--- config.mk ---
export PLATFORM = sky130hd
export DESIGN_NAME = dual_capture_timer
export DESIGN_NICKNAME = d
export VERILOG_FILES = /design/src/rtl/dct_pkg.sv /design/src/rtl/dct_sync.sv /design/src/rtl/dct_edge.sv /design/src/rtl/dct_counter.sv /design/src/rtl/dual_capture_timer.sv
export SDC_FILE = /design/constraint.sdc
export NUM_CORES = 1
export LEC_CHECK = 0
export BUFFER_PORTS_ARGS = -buffer_cell sky130_fd_sc_hd__buf_2
export CORE_MARGIN = 1
export CORE_UTILIZATION = 46
export DETAILED_ROUTE_END_ITERATION = 6
export GPL_TIMING_DRIVEN = 0
export PLACE_DENSITY = 0.68
export SYNTH_ARGS = -nofsm -noshare
export SYNTH_HDL_FRONTEND = slang
export SYNTH_SLANG_ARGS = --single-unit
--- constraint.sdc ---
create_clock -name clk -period 1.69 [get_ports clk]
set_input_delay 0.2535 -clock clk [delete_from_list [all_inputs] [get_ports clk]]
set_output_delay 0.2535 -clock clk [all_outputs]
set_load 0.01 [all_outputs]
--- src/rtl/dct_pkg.sv ---
package dct_pkg;
  localparam int CTRL_W = 8;

  // Bit order is the software-visible layout of the control register.
  typedef struct packed {
    logic en_b;    // 7
    logic pend_b;  // 6
    logic en_a;    // 5
    logic pend_a;  // 4
    logic src_b;   // 3 : 1 = comparator feeds channel B
    logic fall_b;  // 2 : 1 = falling edge
    logic fall_a;  // 1
    logic unf;     // 0 : underflow pending
  } ctrl_t;

  typedef enum logic [1:0] {
    SEL_CTRL = 2'd0,
    SEL_CAPA = 2'd1,
    SEL_CAPB = 2'd2,
    SEL_CNT  = 2'd3
  } reg_sel_e;
endpackage

--- src/rtl/dct_sync.sv ---
module dct_sync #(
  parameter int W = 1
) (
  input  logic         clk,
  input  logic         rst,
  input  logic [W-1:0] d,
  output logic [W-1:0] q
);
  logic [W-1:0] stage1_q;
  logic [W-1:0] stage2_q;

  always_ff @(posedge clk) begin
    if (rst) begin
      stage1_q <= '0;
      stage2_q <= '0;
    end else begin
      stage1_q <= d;
      stage2_q <= stage1_q;
    end
  end

  assign q = stage2_q;
endmodule

--- src/rtl/dct_edge.sv ---
module dct_edge (
  input  logic clk,
  input  logic rst,
  input  logic sig,
  input  logic fall_sel,
  output logic evt
);
  logic prev_q;

  always_ff @(posedge clk) begin
    if (rst) prev_q <= 1'b0;
    else     prev_q <= sig;
  end

  assign evt = fall_sel ? (prev_q & ~sig) : (~prev_q & sig);
endmodule

--- src/rtl/dct_counter.sv ---
module dct_counter #(
  parameter int CNT_W = 16
) (
  input  logic             clk,
  input  logic             rst,
  input  logic             tick,
  output logic [CNT_W-1:0] cnt,
  output logic             unf
);
  localparam logic [CNT_W-1:0] ONE = CNT_W'(1);

  logic [CNT_W-1:0] cnt_q;

  assign unf = tick && (cnt_q == '0);

  always_ff @(posedge clk) begin
    if (rst)       cnt_q <= '1;
    else if (tick) cnt_q <= cnt_q - ONE;
  end

  assign cnt = cnt_q;
endmodule

--- src/rtl/dual_capture_timer.sv ---
module dual_capture_timer
  import dct_pkg::*;
#(
  parameter int CNT_W  = 16,
  parameter int DATA_W = 16
) (
  input  logic              clk,
  input  logic              rst,
  input  logic              tick_en,
  input  logic              cap_a_pin,
  input  logic              cap_b_pin,
  input  logic              cmp_evt,
  input  logic              reg_we,
  input  logic [1:0]        reg_addr,
  input  logic [DATA_W-1:0] reg_wdata,
  output logic [DATA_W-1:0] reg_rdata,
  output logic              irq
);
  localparam int NCH = 2;

  logic [CNT_W-1:0]          cnt_q;
  logic                      unf_evt;
  logic [2:0]                sync_q;
  logic [NCH-1:0]            ch_sig;
  logic [NCH-1:0]            ch_fall;
  logic [NCH-1:0]            ch_evt;
  logic [NCH-1:0][CNT_W-1:0] cap_q;
  ctrl_t                     ctrl_q;
  ctrl_t                     ctrl_d;

  dct_counter #(.CNT_W(CNT_W)) u_cnt (
    .clk  (clk),
    .rst  (rst),
    .tick (tick_en),
    .cnt  (cnt_q),
    .unf  (unf_evt)
  );

  dct_sync #(.W(3)) u_sync (
    .clk (clk),
    .rst (rst),
    .d   ({cmp_evt, cap_b_pin, cap_a_pin}),
    .q   (sync_q)
  );

  assign ch_sig[0] = sync_q[0];
  assign ch_sig[1] = ctrl_q.src_b ? sync_q[2] : sync_q[1];
  assign ch_fall   = {ctrl_q.fall_b, ctrl_q.fall_a};

  for (genvar i = 0; i < NCH; i++) begin : g_ch
    logic [CNT_W-1:0] cap_r;

    dct_edge u_edge (
      .clk      (clk),
      .rst      (rst),
      .sig      (ch_sig[i]),
      .fall_sel (ch_fall[i]),
      .evt      (ch_evt[i])
    );

    always_ff @(posedge clk) begin
      if (rst)            cap_r <= '0;
      else if (ch_evt[i]) cap_r <= cnt_q;
    end

    assign cap_q[i] = cap_r;
  end

  // Software write first, then event sets, so a set always wins.
  always_comb begin
    ctrl_d = ctrl_q;
    if (reg_we && reg_sel_e'(reg_addr) == SEL_CTRL)
      ctrl_d = ctrl_t'(reg_wdata[CTRL_W-1:0]);
    if (ch_evt[0]) ctrl_d.pend_a = 1'b1;
    if (ch_evt[1]) ctrl_d.pend_b = 1'b1;
    if (unf_evt)   ctrl_d.unf    = 1'b1;
  end

  always_ff @(posedge clk) begin
    if (rst) ctrl_q <= '0;
    else     ctrl_q <= ctrl_d;
  end

  always_ff @(posedge clk) begin
    if (rst) begin
      irq       <= 1'b0;
      reg_rdata <= '0;
    end else begin
      irq <= ((ctrl_q.pend_a | ctrl_q.unf) & ctrl_q.en_a) |
             (ctrl_q.pend_b & ctrl_q.en_b);
      case (reg_sel_e'(reg_addr))
        SEL_CTRL: reg_rdata <= DATA_W'(ctrl_q);
        SEL_CAPA: reg_rdata <= DATA_W'(cap_q[0]);
        SEL_CAPB: reg_rdata <= DATA_W'(cap_q[1]);
        default:  reg_rdata <= DATA_W'(cnt_q);
      endcase
    end
  end
endmodule

==> flow_metrics.env <==
export IMPL_wl_per_cell_um=14.5
export IMPL_worstMarginPinSlew_ns=0.666
export IMPL_start_util=0.475
export IMPL_cts_htree_levels=3
export IMPL_synth_cells=299
export IMPL_skew_ns=0.0138
export IMPL_grt_overflow=0
export IMPL_cts_sinks=81
export IMPL_cts_tree="yes"
export IMPL_crit_type="reg -> reg"
export IMPL_syn_mean_instance_area_um2=10.8
export IMPL_grt_max_degree=14
export IMPL_holdCritPathClass="in -> reg"
export IMPL_setup_viol=3
export IMPL_switching_share=0.243
export IMPL_fin_ws_ns=-0.134
export IMPL_fin_util=0.559
export IMPL_endpoint_kind="flip-flop"
export IMPL_ioPinCount=42
export IMPL_cts_buffers=9
export IMPL_drc_errors=0
export IMPL_startpoint_type="flip-flop"
export IMPL_vias=2259
export IMPL_drive_gt1_frac=0.267
export IMPL_viasPerCell=5.04
export IMPL_globalplace_congestion=0.782
export IMPL_drt_antenna_violating_nets=0
export IMPL_nets=373
export IMPL_synthesis_nets=325
export IMPL_core_um2=6790
export IMPL_synth_area_leaders="dfxtp_1 (50%), mux2i_1 (13%), nor2_1 (6.1%), mux4_2 (5.6%), nor2b_1 (4.3%)"
export IMPL_hold_viol_final=0
export IMPL_drt_iter0_drc=100
export IMPL_grt_pass1_wl_um=10700
export IMPL_intPower_mw=2.83
export IMPL_yosysMostFrequentCell="dfxtp_1"
export IMPL_critPathMaxFanout=3
export IMPL_outcome="complete, but fails checks"
export IMPL_min_period_over_period=1.08
export IMPL_antenna_found_initial=0
export IMPL_power_switching_mw=0.908
export IMPL_seqCellArea_um2=1630
export IMPL_sequentialPowerShare=0.546
export IMPL_wirelength_um=6500
export IMPL_ctsRootBufferMaster="clkbuf_8"
export IMPL_n_antenna_cell=0
export IMPL_tns_ns=-0.240
export IMPL_clkLatencyLatePin_ns=0.36
export IMPL_synth_cell_types=42
export IMPL_clkTransAtPathRegs_ns=0.08
export IMPL_synth_top_area_frac=0.503
export IMPL_hpwl_um=4230
export IMPL_crit_required_ns=1.93
export IMPL_violations="negative setup slack"
export IMPL_clkPwrFrac=0.359
export IMPL_cts_buffer_depth=2
export IMPL_fp_dieH_um=85.7
export IMPL_arrival_ns=2.06
export IMPL_met2_usage=0.304
export IMPL_multi_input_area_um2=1560
export IMPL_cap_violations=0
export IMPL_area_delta_synth_final_pct=17.8
export IMPL_die_w_um=85.7
export IMPL_yosysWarnings=0
export IMPL_power_total_mw=3.74
export IMPL_grt_pass1_vias=2173
export IMPL_yosys_area_top_type="dfxtp_1"
export IMPL_grt_util_met1=0.250
export IMPL_period_minus_slack_ns=1.82
export IMPL_p_leak_nw=1.56
export IMPL_max_slew_margin_rel=0.556
export IMPL_synth_seq_cells=81
export IMPL_ir_worst_vdd_uv=391
export IMPL_synth_area_um2=3230
export IMPL_synth_common_cells="dfxtp_1 (81), nor2_1 (52), mux2i_1 (41)"
export IMPL_pwr_share_comb=0.095
export IMPL_dieArea_um2=7350
export IMPL_grt_total_usage=0.193
export IMPL_use_met3=0.0491
export IMPL_p_per_area_nw_per_um2=983
export IMPL_rsz0062_at_grt="yes"
export IMPL_floorplan_rows=30
export IMPL_synthFlopType="dfxtp_1"
export IMPL_first_pass_iters=4
export IMPL_maxSlewViolCount=0
export IMPL_async_flop_share=0
export IMPL_synth_edff_count=0
export IMPL_timing_hold_ws_ns=0.102
export IMPL_port_buffers=30
export IMPL_final_fill_count=599
export IMPL_yosysSeqAreaShare=0.503
export IMPL_grt_busiest_layer="met2"
export IMPL_max_clock_freq_ghz=0.548
[final timing paths]
check / start / end / slack (ns) / cells after the start
worst max-delay path: u_cnt.cnt[9] / u_cnt.cnt[15] / -0.13 / 4
worst min-delay path: cap_a_pin / u_sync.stage1_q[0] / 0.10 / 2
worst max register to register: u_cnt.cnt[9] / u_cnt.cnt[15] / -0.13 / 4
worst min register to register: u_sync.stage1_q[2] / u_sync.q[2] / 0.44 / 1
[what timing repair did]
item,in CTS,in global routing
gates resized for setup,10,5
endpoints found under the setup margin,23,12
hold buffers,0,0
setup buffers,4,4
pin swaps,4,3
[per-layer routing]
metal,routed length [um],up-vias
met5,0,-
met4,129,0
met3,222,10
met1,3140,1085
li1,-,1125
met2,3010,39
[sequential cells by signal, summed over array words and instances (netlist names)]
signal / count
reg_rdata: 16
u_cnt.cnt: 16
u_sync.stage1_q: 3
g_ch.u_edge.prev_q: 2
g_ch.cap_r: 32
ctrl_q: 6
ch_fall: 2
u_sync.q: 3
irq: 1
[through the flow]
stage	worst slack (ns)	cell area, um^2	cells
floorplan	-0.104	3230	299
global placement	-0.214	3500	425
detailed placement	-0.194	3500	425
CTS	-0.110	3750	444
global route	-0.172	3800	448
finish	-0.134	3800	448
[cells by family (layout without fill, tap and decap cells)]
group                    count (synthesis)  in the layout  synth area share
adder cells (fa/ha/maj)                  1              1           0.00388
AND/OR/NAND/NOR                        109            109             0.178
flip-flops                              81             81             0.503
multiplexers                            59             59             0.221
XOR/XNOR                                 8              8            0.0217
buffers and inverters                   20             73            0.0268
AO/OA/AOI/OAI                           21             21            0.0458
[power by group through the flow]
stage | registers (mW) | clock network, mW | logic (mW)
2_1_floorplan | 2.09 | 0 | 0.240
3_3_place_gp | 2.08 | 0 | 0.337
3_5_place_dp | 2.09 | 0 | 0.344
4_1_cts | 2.04 | 1.37 | 0.351
5_1_grt | 2.05 | 1.46 | 0.391
6_report | 2.04 | 1.34 | 0.354
[final cells by class]
type | instances | share of cell area
clock buffers | 12 | 0.0435
inverters | 2 | 0.00198
clock inverters | 4 | 0.00692
plain buffers | 17 | 0.0204
well taps | 96 | 0.0316
multi-input cells | 198 | 0.410
flip-flops and latches | 81 | 0.430
repair buffers | 38 | 0.0553
[placed cells by master (no fill, tap or decap), drive strengths merged, types with 2 or more instances in the layout]
master	instances
o21ai	3
nor3b	2
xor2	5
nand3	2
nor3	4
dfxtp	81
nand4	2
nand2	4
a21oi	4
or3	4
clkinv	3
nor2b	22
mux4	8
xnor2	3
a21boi	2
a22oi	8
inv	2
nor2	52
clkbuf	25
nand3b	2
mux2	9
buf	42
mux2i	42
nand2b	9
[critical path, cell delays in order, from the launching register on]
cell,delay [ns]
dfxtp_4,0.35
or4_4,0.54
or3_4,0.36
o21ai_2,0.11
or3b_1,0.34
Power figures use the tool's default switching activity.
